`config.mk`:
```
export PLATFORM = sky130hd
export DESIGN_NAME = sar_seq
export DESIGN_NICKNAME = d
export VERILOG_FILES = /design/src/rtl/sar_seq_pkg.sv /design/src/rtl/sar_tick.sv /design/src/rtl/sar_rx.sv /design/src/rtl/sar_fmt.sv /design/src/rtl/sar_seq.sv
export SDC_FILE = /design/constraint.sdc
export NUM_CORES = 1
export LEC_CHECK = 0
export BUFFER_PORTS_ARGS = -buffer_cell sky130_fd_sc_hd__buf_2
export CAP_MARGIN = 20
export CELL_PAD_IN_SITES_DETAIL_PLACEMENT = 0
export CELL_PAD_IN_SITES_GLOBAL_PLACEMENT = 2
export CORE_ASPECT_RATIO = 1.2
export CORE_UTILIZATION = 41
export CTS_CLUSTER_DIAMETER = 150
export CTS_CLUSTER_SIZE = 10
export DETAILED_ROUTE_END_ITERATION = 8
export GPL_TIMING_DRIVEN = 0
export HOLD_SLACK_MARGIN = 0.03
export PLACE_DENSITY = 0.83
export SETUP_SLACK_MARGIN = 0.15
export SLEW_MARGIN = 20
export SYNTH_ARGS = -nofsm -noshare
export SYNTH_HDL_FRONTEND = slang
export SYNTH_HIERARCHICAL = 1
export SYNTH_SLANG_ARGS = --single-unit
export TNS_END_PERCENT = 100
```
`constraint.sdc`:
```
create_clock -name clk -period 3.7 [get_ports clk]
set_input_delay 0.555 -clock clk [delete_from_list [all_inputs] [get_ports clk]]
set_output_delay 0.555 -clock clk [all_outputs]
set_load 0.02 [all_outputs]
```
`src/rtl/sar_seq_pkg.sv`:
```
package sar_seq_pkg;

    typedef enum logic [2:0] {
        S_IDLE,
        S_DC_CONV,
        S_TQ_QUIET,
        S_TQ_CONV,
        S_ST_QUIET,
        S_ST_HIGH,
        S_READ
    } seq_st_e;

    // nanoseconds to clock cycles, rounded up
    function automatic int ns_to_cyc(input longint ns, input longint hz);
        return int'((ns * hz + 64'd999_999_999) / 64'd1_000_000_000);
    endfunction

    // clock cycles per trigger period, rounded up
    function automatic int hz_to_cyc(input longint clk_hz, input longint rate_hz);
        return int'((clk_hz + rate_hz - 1) / rate_hz);
    endfunction

    function automatic int max4(input int a, input int b, input int c, input int d);
        int m;
        m = a;
        if (b > m) m = b;
        if (c > m) m = c;
        if (d > m) m = d;
        return m;
    endfunction

endpackage

```
`src/rtl/sar_tick.sv`:
```
module sar_tick #(
    parameter int PERIOD = 125
) (
    input  logic clk,
    input  logic rst_n,
    input  logic en_i,
    output logic tick_o
);
    localparam int PW = $clog2(PERIOD) + 1;

    typedef struct packed {
        logic [PW-1:0] cnt;
        logic          tick;
    } tick_s;

    tick_s q, d;

    always_comb begin
        d      = q;
        d.tick = 1'b0;
        if (!en_i) begin
            d.cnt = '0;
        end else if (q.cnt == PW'(PERIOD - 1)) begin
            d.cnt  = '0;
            d.tick = 1'b1;
        end else begin
            d.cnt = q.cnt + 1'b1;
        end
    end

    always_ff @(posedge clk or negedge rst_n) begin
        if (!rst_n) q <= '0;
        else        q <= d;
    end

    assign tick_o = q.tick;

    // a trigger only follows a cycle with streaming enabled
    assert_tick_needs_en_R4: assert property (@(posedge clk) disable iff (!rst_n)
        tick_o |-> $past(en_i));

endmodule

```
`src/rtl/sar_rx.sv`:
```
module sar_rx #(
    parameter int N    = 14,
    parameter int HALF = 2,
    parameter bit CPOL = 1'b0,
    parameter bit CPHA = 1'b0
) (
    input  logic         clk,
    input  logic         rst_n,
    input  logic         go_i,
    input  logic         sdo_i,
    output logic         sclk_o,
    output logic         done_o,
    output logic [N-1:0] data_o
);
    localparam logic LEAD = CPOL ^ CPHA;
    localparam int   HCW  = $clog2(HALF) + 1;
    localparam int   BCW  = $clog2(N) + 1;

    typedef struct packed {
        logic           act;
        logic           ph;
        logic [HCW-1:0] hc;
        logic [BCW-1:0] bc;
        logic           sclk;
        logic           done;
        logic [N-1:0]   sh;
    } rx_s;

    rx_s q, d;

    always_comb begin
        d      = q;
        d.done = 1'b0;
        if (go_i) begin
            d.act  = 1'b1;
            d.ph   = 1'b0;
            d.hc   = '0;
            d.bc   = '0;
            d.sclk = LEAD;
        end else if (q.act) begin
            if (q.hc == HCW'(HALF - 1)) begin
                d.hc = '0;
                if (!q.ph) begin
                    d.ph   = 1'b1;
                    d.sclk = ~LEAD;
                    d.sh   = {q.sh[N-2:0], sdo_i};
                end else if (q.bc == BCW'(N - 1)) begin
                    d.act  = 1'b0;
                    d.done = 1'b1;
                    d.sclk = CPOL;
                end else begin
                    d.bc   = q.bc + 1'b1;
                    d.ph   = 1'b0;
                    d.sclk = LEAD;
                end
            end else begin
                d.hc = q.hc + 1'b1;
            end
        end
    end

    always_ff @(posedge clk or negedge rst_n) begin
        if (!rst_n) begin
            q      <= '0;
            q.sclk <= CPOL;
        end else begin
            q <= d;
        end
    end

    assign sclk_o = q.sclk;
    assign done_o = q.done;
    assign data_o = q.sh;

    // completion only ends an active shift
    assert_done_ends_shift_R5: assert property (@(posedge clk) disable iff (!rst_n)
        done_o |-> $past(q.act));

endmodule

```
`src/rtl/sar_fmt.sv`:
```
module sar_fmt #(
    parameter int N      = 14,
    parameter bit SIGNED = 1'b1
) (
    input  logic [N-1:0] raw_i,
    input  logic         wide_i,
    output logic [31:0]  word_o
);
    logic        top_bit;
    logic [31:0] full;

    always_comb begin
        top_bit = SIGNED ? raw_i[N-1] : 1'b0;
        full    = {{(32-N){top_bit}}, raw_i};
        if (wide_i || (N > 16)) word_o = full;
        else                    word_o = {16'h0000, full[15:0]};
    end

endmodule

```
`src/rtl/sar_seq.sv`:
```
module sar_seq #(
    parameter int CLK_HZ        = 250_000_000,
    parameter int SAMPLE_BITS   = 14,
    parameter bit SIGNED_RESULT = 1'b1,
    parameter int CONV_NS       = 420,
    parameter int CONV_TURBO_NS = 320,
    parameter int QUIET_NS      = 20,
    parameter int CNV_HIGH_NS   = 10,
    parameter int TRIG_HZ       = 2_000_000,
    parameter int SCLK_HALF     = 2,
    parameter bit CPOL          = 1'b0,
    parameter bit CPHA          = 1'b0
) (
    input  logic        clk,
    input  logic        rst_n,
    input  logic        req_i,
    input  logic        mode_i,
    input  logic        turbo_i,
    input  logic        stream_en_i,
    input  logic        sdo_i,
    output logic        cnv_o,
    output logic        cs_n_o,
    output logic        sclk_o,
    output logic        busy_o,
    output logic        drop_o,
    output logic [31:0] sample_o,
    output logic        valid_o
);
    import sar_seq_pkg::*;

    localparam int CN_CYC = ns_to_cyc(CONV_NS, CLK_HZ);
    localparam int CT_CYC = ns_to_cyc(CONV_TURBO_NS, CLK_HZ);
    localparam int Q_CYC  = ns_to_cyc(QUIET_NS, CLK_HZ);
    localparam int H_CYC  = ns_to_cyc(CNV_HIGH_NS, CLK_HZ);
    localparam int T_CYC  = hz_to_cyc(CLK_HZ, TRIG_HZ);
    localparam int MAXC   = max4(CN_CYC, CT_CYC, Q_CYC, H_CYC);
    localparam int CW     = $clog2(MAXC + 1) + 1;

    typedef struct packed {
        seq_st_e       st;
        logic [CW-1:0] cnt;
        logic [CW-1:0] lim;
        logic          cnv;
        logic          cs_n;
        logic          strm;
        logic          rx_go;
        logic          drop;
        logic          vld;
        logic [31:0]   smp;
    } seq_s;

    seq_s q, d;

    logic                   tick;
    logic                   rx_done;
    logic [SAMPLE_BITS-1:0] rx_data;
    logic [31:0]            fmt_word;

    sar_tick #(.PERIOD(T_CYC)) u_tick (
        .clk    (clk),
        .rst_n  (rst_n),
        .en_i   (stream_en_i),
        .tick_o (tick)
    );

    sar_rx #(.N(SAMPLE_BITS), .HALF(SCLK_HALF), .CPOL(CPOL), .CPHA(CPHA)) u_rx (
        .clk    (clk),
        .rst_n  (rst_n),
        .go_i   (q.rx_go),
        .sdo_i  (sdo_i),
        .sclk_o (sclk_o),
        .done_o (rx_done),
        .data_o (rx_data)
    );

    sar_fmt #(.N(SAMPLE_BITS), .SIGNED(SIGNED_RESULT)) u_fmt (
        .raw_i  (rx_data),
        .wide_i (q.strm),
        .word_o (fmt_word)
    );

    always_comb begin
        d       = q;
        d.rx_go = 1'b0;
        d.drop  = 1'b0;
        d.vld   = 1'b0;
        d.cnt   = q.cnt + 1'b1;
        unique case (q.st)
            S_IDLE: begin
                d.cnt  = '0;
                d.cnv  = 1'b0;
                d.cs_n = 1'b1;
                if (tick) begin
                    d.st   = S_ST_QUIET;
                    d.strm = 1'b1;
                    d.cs_n = 1'b0;
                end else if (req_i && !stream_en_i) begin
                    d.strm = 1'b0;
                    d.lim  = turbo_i ? CW'(CT_CYC) : CW'(CN_CYC);
                    if (mode_i) begin
                        d.st   = S_TQ_QUIET;
                        d.cs_n = 1'b0;
                    end else begin
                        d.st  = S_DC_CONV;
                        d.cnv = 1'b1;
                    end
                end
                if (req_i && stream_en_i) d.drop = 1'b1;
            end
            S_DC_CONV: begin
                if (q.cnt == q.lim - 1'b1) begin
                    d.st    = S_READ;
                    d.cs_n  = 1'b0;
                    d.rx_go = 1'b1;
                end
            end
            S_TQ_QUIET: begin
                if (q.cnt == CW'(Q_CYC - 1)) begin
                    d.st   = S_TQ_CONV;
                    d.cs_n = 1'b1;
                    d.cnt  = '0;
                end
            end
            S_TQ_CONV: begin
                if (q.cnt == q.lim - 1'b1) begin
                    d.st    = S_READ;
                    d.cs_n  = 1'b0;
                    d.rx_go = 1'b1;
                end
            end
            S_ST_QUIET: begin
                if (q.cnt == CW'(Q_CYC - 1)) begin
                    d.st   = S_ST_HIGH;
                    d.cs_n = 1'b1;
                    d.cnt  = '0;
                end
            end
            S_ST_HIGH: begin
                if (q.cnt == CW'(H_CYC - 1)) begin
                    d.st    = S_READ;
                    d.cs_n  = 1'b0;
                    d.rx_go = 1'b1;
                end
            end
            S_READ: begin
                if (rx_done) begin
                    d.st   = S_IDLE;
                    d.cs_n = 1'b1;
                    d.cnv  = 1'b0;
                    d.vld  = 1'b1;
                    d.smp  = fmt_word;
                end
            end
            default: d.st = S_IDLE;
        endcase
        if (q.st != S_IDLE && (req_i || tick)) d.drop = 1'b1;
    end

    always_ff @(posedge clk or negedge rst_n) begin
        if (!rst_n) begin
            q      <= '0;
            q.st   <= S_IDLE;
            q.cs_n <= 1'b1;
        end else begin
            q <= d;
        end
    end

    assign cnv_o    = q.cnv;
    assign cs_n_o   = q.cs_n;
    assign busy_o   = (q.st != S_IDLE);
    assign drop_o   = q.drop;
    assign valid_o  = q.vld;
    assign sample_o = q.smp;

    // in dedicated use the convert line spans the whole read
    assert_cnv_spans_read_R1: assert property (@(posedge clk) disable iff (!rst_n)
        (busy_o && !cs_n_o && (q.st == S_READ) && !q.strm && $past(cnv_o)) |-> cnv_o);

    // the dedicated convert line is never used by the tied sequences
    assert_tied_no_cnv_R2: assert property (@(posedge clk) disable iff (!rst_n)
        (q.st == S_TQ_QUIET || q.st == S_TQ_CONV || q.st == S_ST_QUIET || q.st == S_ST_HIGH) |-> !cnv_o);

    // no serial clock activity while deselected
    assert_sclk_idle_R5: assert property (@(posedge clk) disable iff (!rst_n)
        cs_n_o |-> (sclk_o == CPOL));

    // narrow single results leave the upper half clear
    assert_narrow_upper_R6: assert property (@(posedge clk) disable iff (!rst_n)
        (valid_o && !q.strm && (SAMPLE_BITS <= 16)) |-> (sample_o[31:16] == 16'h0000));

    // streamed results carry the extension into bit 31
    assert_stream_wide_R7: assert property (@(posedge clk) disable iff (!rst_n)
        (valid_o && q.strm && SIGNED_RESULT) |-> (sample_o[31] == sample_o[SAMPLE_BITS-1]));

    // valid is a single-cycle strobe outside a busy sequence
    assert_valid_pulse_R8: assert property (@(posedge clk) disable iff (!rst_n)
        valid_o |=> !valid_o);

    assert_valid_idle_R8: assert property (@(posedge clk) disable iff (!rst_n)
        valid_o |-> !busy_o);

    // a request while busy is flagged in the next cycle
    assert_drop_flag_R9: assert property (@(posedge clk) disable iff (!rst_n)
        (req_i && busy_o) |=> drop_o);

endmodule

```
After elaboration in Yosys (flattened, before gate mapping)
Index checks and enable logic that the tools add are counted.

storage, ports and cells
  input port bits = 7
  bits in writable memories = 0
  output and inout port bits = 38
  bits in registers = 90
  word-level logic and storage cells = 120
  memories = 0
  bits in latches = 0
  ROM bits = 0

operators by class
  shift-type cells = 0
  magnitude comparators = 0
  bitwise operators = 3
  add/subtract/negate cells = 5
  divide/modulo/power cells = 0
  equality and inequality tests = 20
  multipliers = 0
  reduce and logical (&&, ||, !) cells = 24
  muxes and demuxes = 49

operators with widths
  operator                                             count
  2-to-1 mux 33 bit                                    2
  2-to-1 mux 32 bit                                    1
  2-to-1 mux 25 bit                                    1
  case mux 8 bit (3 select lines)                      1
  2-to-1 mux 11 bit                                    2
  2-to-1 mux 21 bit                                    1
  2-to-1 mux 1 bit                                     18
  2-to-1 mux 3 bit                                     6
  case mux 3 bit (6 select lines)                      1
  adder 8 x 1 -> 8 bit, second input constant          2
  2-to-1 mux 8 bit                                     2
  2-to-1 mux 15 bit                                    1
  2-to-1 mux 14 bit                                    1
  2-to-1 mux 10 bit                                    1
  2-to-1 mux 2 bit                                     5
  2-to-1 mux 5 bit                                     2
  nonzero test 2 bit                                   5
  equality test 3 bit, second input constant           3
  equality test 8 x 2 -> 1 bit, second input constant  1
  equality test 8 x 3 -> 1 bit, second input constant  1
  equality test 8 x 7 -> 1 bit, second input constant  1
  equality test 8 bit                                  1
  inequality test 2 bit, second input constant         4
  AND reduction 2 bit                                  4
  other kinds (24)                                     34

Depth between registers and ports, before layout
  word-level depth = 6
  gate-level depth with buffers = 7
  gate-level depth less buffers = 7

Modules after synthesis
Netlist, hierarchy kept.

modules (own cells, without submodules)
  module    seq. area each (um2)  cells each  times used  area each (um2)
  sar_seq   1302.5                310         1           2720.1
  sar_rx    625.6                 95          1           1208.7
  sar_tick  225.2                 44          1           435.4
  sar_fmt   0.0                   32          1           239.0

Worst setup path before layout
Ideal clock, no wire load.

  path kind = register -> register
  start = reg q[49] in the netlist's numbering
  end = reg q[56] in the netlist's numbering
  arrival = 1.819 ns
  cell stages (with the launch flop) = 7
  path buffers = 1
  library setup time = 0.104 ns
  slack = 1.778 ns
  clock period less this slack = 1.922 ns
  data required time = 3.596 ns
  path through = dfrtp_1 > or4_4 > buf_6 > or3_4 > a21oi_2 > nor2_1 > o41ai_2

between the ends
  longest elaborated chain between the ends = 3
  elaborated cells between the ends (all ways) = 8
  classes of those cells = eq/ne: 7; reduce/logical: 1

RTL lines
  item                                                                                      line            RTL
  start: declaration                                                                        sar_seq.sv:52   seq_s q, d;
  equality test 8 x 2 -> 1 bit (tied with other cells)                                      sar_seq.sv:139  if (q.cnt == CW'(H_CYC - 1)) begin
  inequality test 2 bit (no source line) or inequality test 2 x 1 -> 1 bit (tied branches)  --
  AND reduction 6 bit (no source line) *                                                    --

Mark *: on every way between the ends. The rest lies on a longest branch, timed or not.
A chain may end at the register's enable or synchronous reset.

Worst setup path after layout
  start = reg q[56] in the netlist's numbering
  end = out busy_o

between the ends
  longest elaborated chain between the ends = 1

RTL lines
  item                line            RTL
  nonzero test 3 bit  sar_seq.sv:171  assign busy_o = (q.st != S_IDLE);
  end: declaration    sar_seq.sv:24   output logic busy_o,

Every way passes these cells.

==> reports/metrics.json <==
{
  "critical_path": {
    "timing.critical_path.fanout_max": 10,
    "timing_worst_setup_path_type": "register to output port",
    "reg2reg_depth": 6,
    "setup.reg_to_reg.worst_slack_ns": 1.51,
    "crit-reg2reg-launch": "q[56]$_DFFE_PN0P_",
    "critical_path_required_ns": 3.14,
    "timing.critical_path.slowest_stage_cell": "dfrtp_1",
    "critPathCaptureType": "output port",
    "crit_end": "busy_o",
    "worst_setup_path_start_kind": "register",
    "worst_ep_arrival_time_ns": 1.81,
    "worstReg2RegEnd": "sample_o[19]$_DFFE_PN0P_",
    "worstSetupStartpoint": "q[56]$_DFFE_PN0P_",
    "cp_max_stage_delay_ns": 0.47,
    "cell_chain_critical_path": "clkbuf_1 > nor2_1 > nand2_1 > buf_2"
  },
  "logic_synthesis": {
    "yosys_register_bits": 86,
    "number_of_distinct_library_cells_after_synthesis": 55,
    "synth.avg_cell_area_sq_um": 9.57,
    "netlist.top_cell.by_area": "dfrtp_1",
    "syn-cell-area_sq_mm": 0.00460,
    "synth.top_cell.area_share_pct": 46.2,
    "synth-edff-count": 0,
    "synthesis.instances": 481,
    "yosys_warnings": 6,
    "synth.top_cells.by_area": "dfrtp_1 (46%), buf_4 (13%), nand2_1 (8.7%)",
    "ys_dominant_reg_cell": "dfrtp_1",
    "ys_async_sr_fraction_pct": 100,
    "sequential_share_of_the_synthesized_area_pct": 46.8,
    "postSynthNetCount": 497
  },
  "sta": {
    "worst_setup_slack_after_layout_ns": 1.33,
    "rsz_0062_raised_after_global_routing": "no",
    "worst_clock_skew_ns": 0.00743,
    "maxSlewHeadroom_pct": 59.2,
    "final-max-slew-violation-count": 0,
    "post-route-period-util_pct": 63.9,
    "tightest_slew_ns": 0.612,
    "achievable-frequency_mhz": 423,
    "worst_hold_slack_ns": 0.0813,
    "setup_viol_count_final": 0,
    "hold_violations": 0,
    "tns_ns": 0,
    "final_period_minus_worst_setup_slack_ns": 2.37
  },
  "power": {
    "total_leakage_power_nw": 2.80,
    "intPower_mw": 1.44,
    "power_switching_mw": 0.400,
    "power_switching_share_pct": 21.7,
    "power.clock.fraction_pct": 45.2,
    "pwr_density_cell_mw_per_mm2": 348,
    "combinational_power_share_pct": 2.8,
    "power.share.sequential_pct": 52.0,
    "design_power_total_mw": 1.84,
    "max-vdd-ir-drop_mv": 0.191
  },
  "finish": {
    "final_net_count": 553,
    "diode_insertion_count_for_antenna_repair": 0,
    "fillers": 1091,
    "final_layout_size_suffix_gt1_share_pct": 30.1,
    "layout.core_utilization_pct": 48.2,
    "layoutNonFillerInstCount": 674,
    "multi_input_comb_area_sq_mm": 0.00172,
    "fin_area_sq_mm": 0.00529,
    "seqCellArea_sq_mm": 0.00215,
    "synthToLayoutAreaGrowth_pct": 15.0
  },
  "floorplan": {
    "die_h_um": 118,
    "placeableCoreArea_sq_mm": 0.0110,
    "initial_core_util_pct": 41.9,
    "boundaryPins": 45,
    "dieArea_sq_mm": 0.0117,
    "placement_row_count": 42,
    "die_width_um": 98.7
  },
  "outcome": {
    "status": "completed"
  },
  "global_route": {
    "grt.overflow.total": 0,
    "vias_in_the_first_global_route": 3222,
    "number_of_antenna_violations_at_the_first_check_in_global_routing": 0,
    "grt_first_pass_wirelength_mm": 14.6,
    "largest_net_degree_at_the_start_of_global_routing": 60,
    "track_usage_pct": 15.9
  },
  "routing": {
    "drt.antenna.violating_nets": 0,
    "average_vias_per_placed_instance": 4.82,
    "route.detailed.drc": 0,
    "detailedRoute.firstIterationViolations": 93,
    "finalWirelength_mm": 8.40,
    "wl_per_cell_um": 12.5,
    "routed-via-count": 3251,
    "dr.pass1.iters": 5
  },
  "placed_design": {
    "detailed_place.area_sq_mm": 0.00502,
    "gp_routability_congestion": 0.803,
    "detailedPlacementHpwl_mm": 5.84,
    "post-place-ws_ns": 1.47,
    "place_inst": 658,
    "port_buffers": 44
  },
  "clock_network": {
    "clock_latency_reported_for_the_late_side_of_the_worst_skew_pair_ns": 0.34,
    "holdBufCountCts": 0,
    "clock_tree_from_tritoncts": "done",
    "numClockSinks": 86,
    "htree_num_levels": 3,
    "ctsResizeCount": 0,
    "cts.repair_timing.setup_buffer_count": 0,
    "clock_transition_at_path_regs_ns": 0.06,
    "clockRootBuffer": "clkbuf_16",
    "maximum_number_of_buffers_from_clock_root_to_sink": 2,
    "cts-buffers-inserted": 9
  },
  "run": {
    "maxCapViolCount": 0
  },
  "min_path": {
    "min-delay-path-class": "primary input to asynchronous set/reset pin"
  }
}
==> state kept, by name, indices dropped and copies added (netlist names), 8 cells and up <==
register     flops
sample_o        32
u_rx/q           9
u_tick/q         8
q               16
u_rx/data_o     14
==> area by class of cell <==
type	count	area share, %
tap	132	3.12
buffer	93	12.8
multi-input combinational	287	32.4
clock inverter	3	0.378
inverter	15	1.06
timing repair buffer	45	4.80
clock buffer	13	4.73
sequential	86	40.7
==> cells in the mapped netlist (all sizes together), types with 2 or more instances <==
library cell / number
or3: 7
nor2b: 2
nand3: 13
nor3b: 3
and2: 3
o22ai: 2
nand4b: 3
clkbuf: 10
mux2i: 3
nand2: 107
ha: 9
inv: 15
o31ai: 3
dfrtp: 85
nand3b: 4
nor3: 7
o21a: 2
a211oi: 2
xnor2: 4
o211ai: 3
a21oi: 15
nand4: 4
nand2b: 6
nor2: 24
a31oi: 3
or4: 5
a21o: 2
o21ai: 15
mux2: 15
and3: 3
buf: 83
xor2: 8
==> critical path, delay by kind of cell (launching register included) <==
| family | cells | cell delay, ns |
|---|---|---|
| buffers and inverters | 2 | 0.47 |
| flip-flops | 1 | 0.47 |
| AND/OR/NAND/NOR | 2 | 0.53 |
==> placed cells by master, fill, tap and decap left out, drive strengths merged, types with 6 or more instances in the layout <==
cell / n
nand3: 13
nand2b: 6
nand2: 107
or3: 7
o21ai: 15
buf: 128
nor2: 24
inv: 15
mux2: 15
ha: 9
xor2: 8
clkbuf: 23
dfrtp: 85
a21oi: 15
nor3: 7
==> power by group through the flow <==
stage	logic (mW)	registers [mW]	clock network, mW
6_report	0.0513	0.956	0.832
5_1_grt	0.0592	0.957	0.900
4_1_cts	0.0542	0.956	0.864
3_5_place_dp	0.0542	0.973	0
3_3_place_gp	0.0480	0.973	0
2_1_floorplan	0.0197	0.972	0
==> logic make-up (layout without fill, tap and decap cells) <==
| logic type | Yosys count | count (layout) | synth area share [%] |
|---|---|---|---|
| AND/OR/NAND/NOR | 194 | 194 | 20.0 |
| multiplexers | 18 | 18 | 5.14 |
| XOR/XNOR | 12 | 12 | 2.28 |
| adder cells (fa/ha/maj) | 9 | 9 | 2.45 |
| AO/OA/AOI/OAI | 54 | 54 | 7.47 |
| flip-flops | 86 | 86 | 46.8 |
| buffers and inverters | 108 | 169 | 15.9 |
==> how the worst min path moves through the flow <==
stage                                     endpoint  slack (ns)  depth (start not counted)
after floorplan                  cnv_o$_DFFE_PN0P_        0.26                          0
after global placement       u_rx/done_o$_DFF_PN0_        0.44                          1
after detailed placement  sample_o[26]$_DFFE_PN0P_        0.45                          1
after CTS                 sample_o[26]$_DFFE_PN0P_        0.08                          1
after global routing      sample_o[26]$_DFFE_PN0P_        0.09                          1
final                     sample_o[26]$_DFFE_PN0P_        0.08                          1
==> per-layer routing <==
metal	track usage (%)	vias up	wire length (um)
li1	-	1639	-
met1	19.2	1548	3860
met2	26.5	50	4100
met3	3.92	14	283
met4	7.28	0	151
met5	0	-	0
Note: power is estimated with default switching activity, not from simulation.
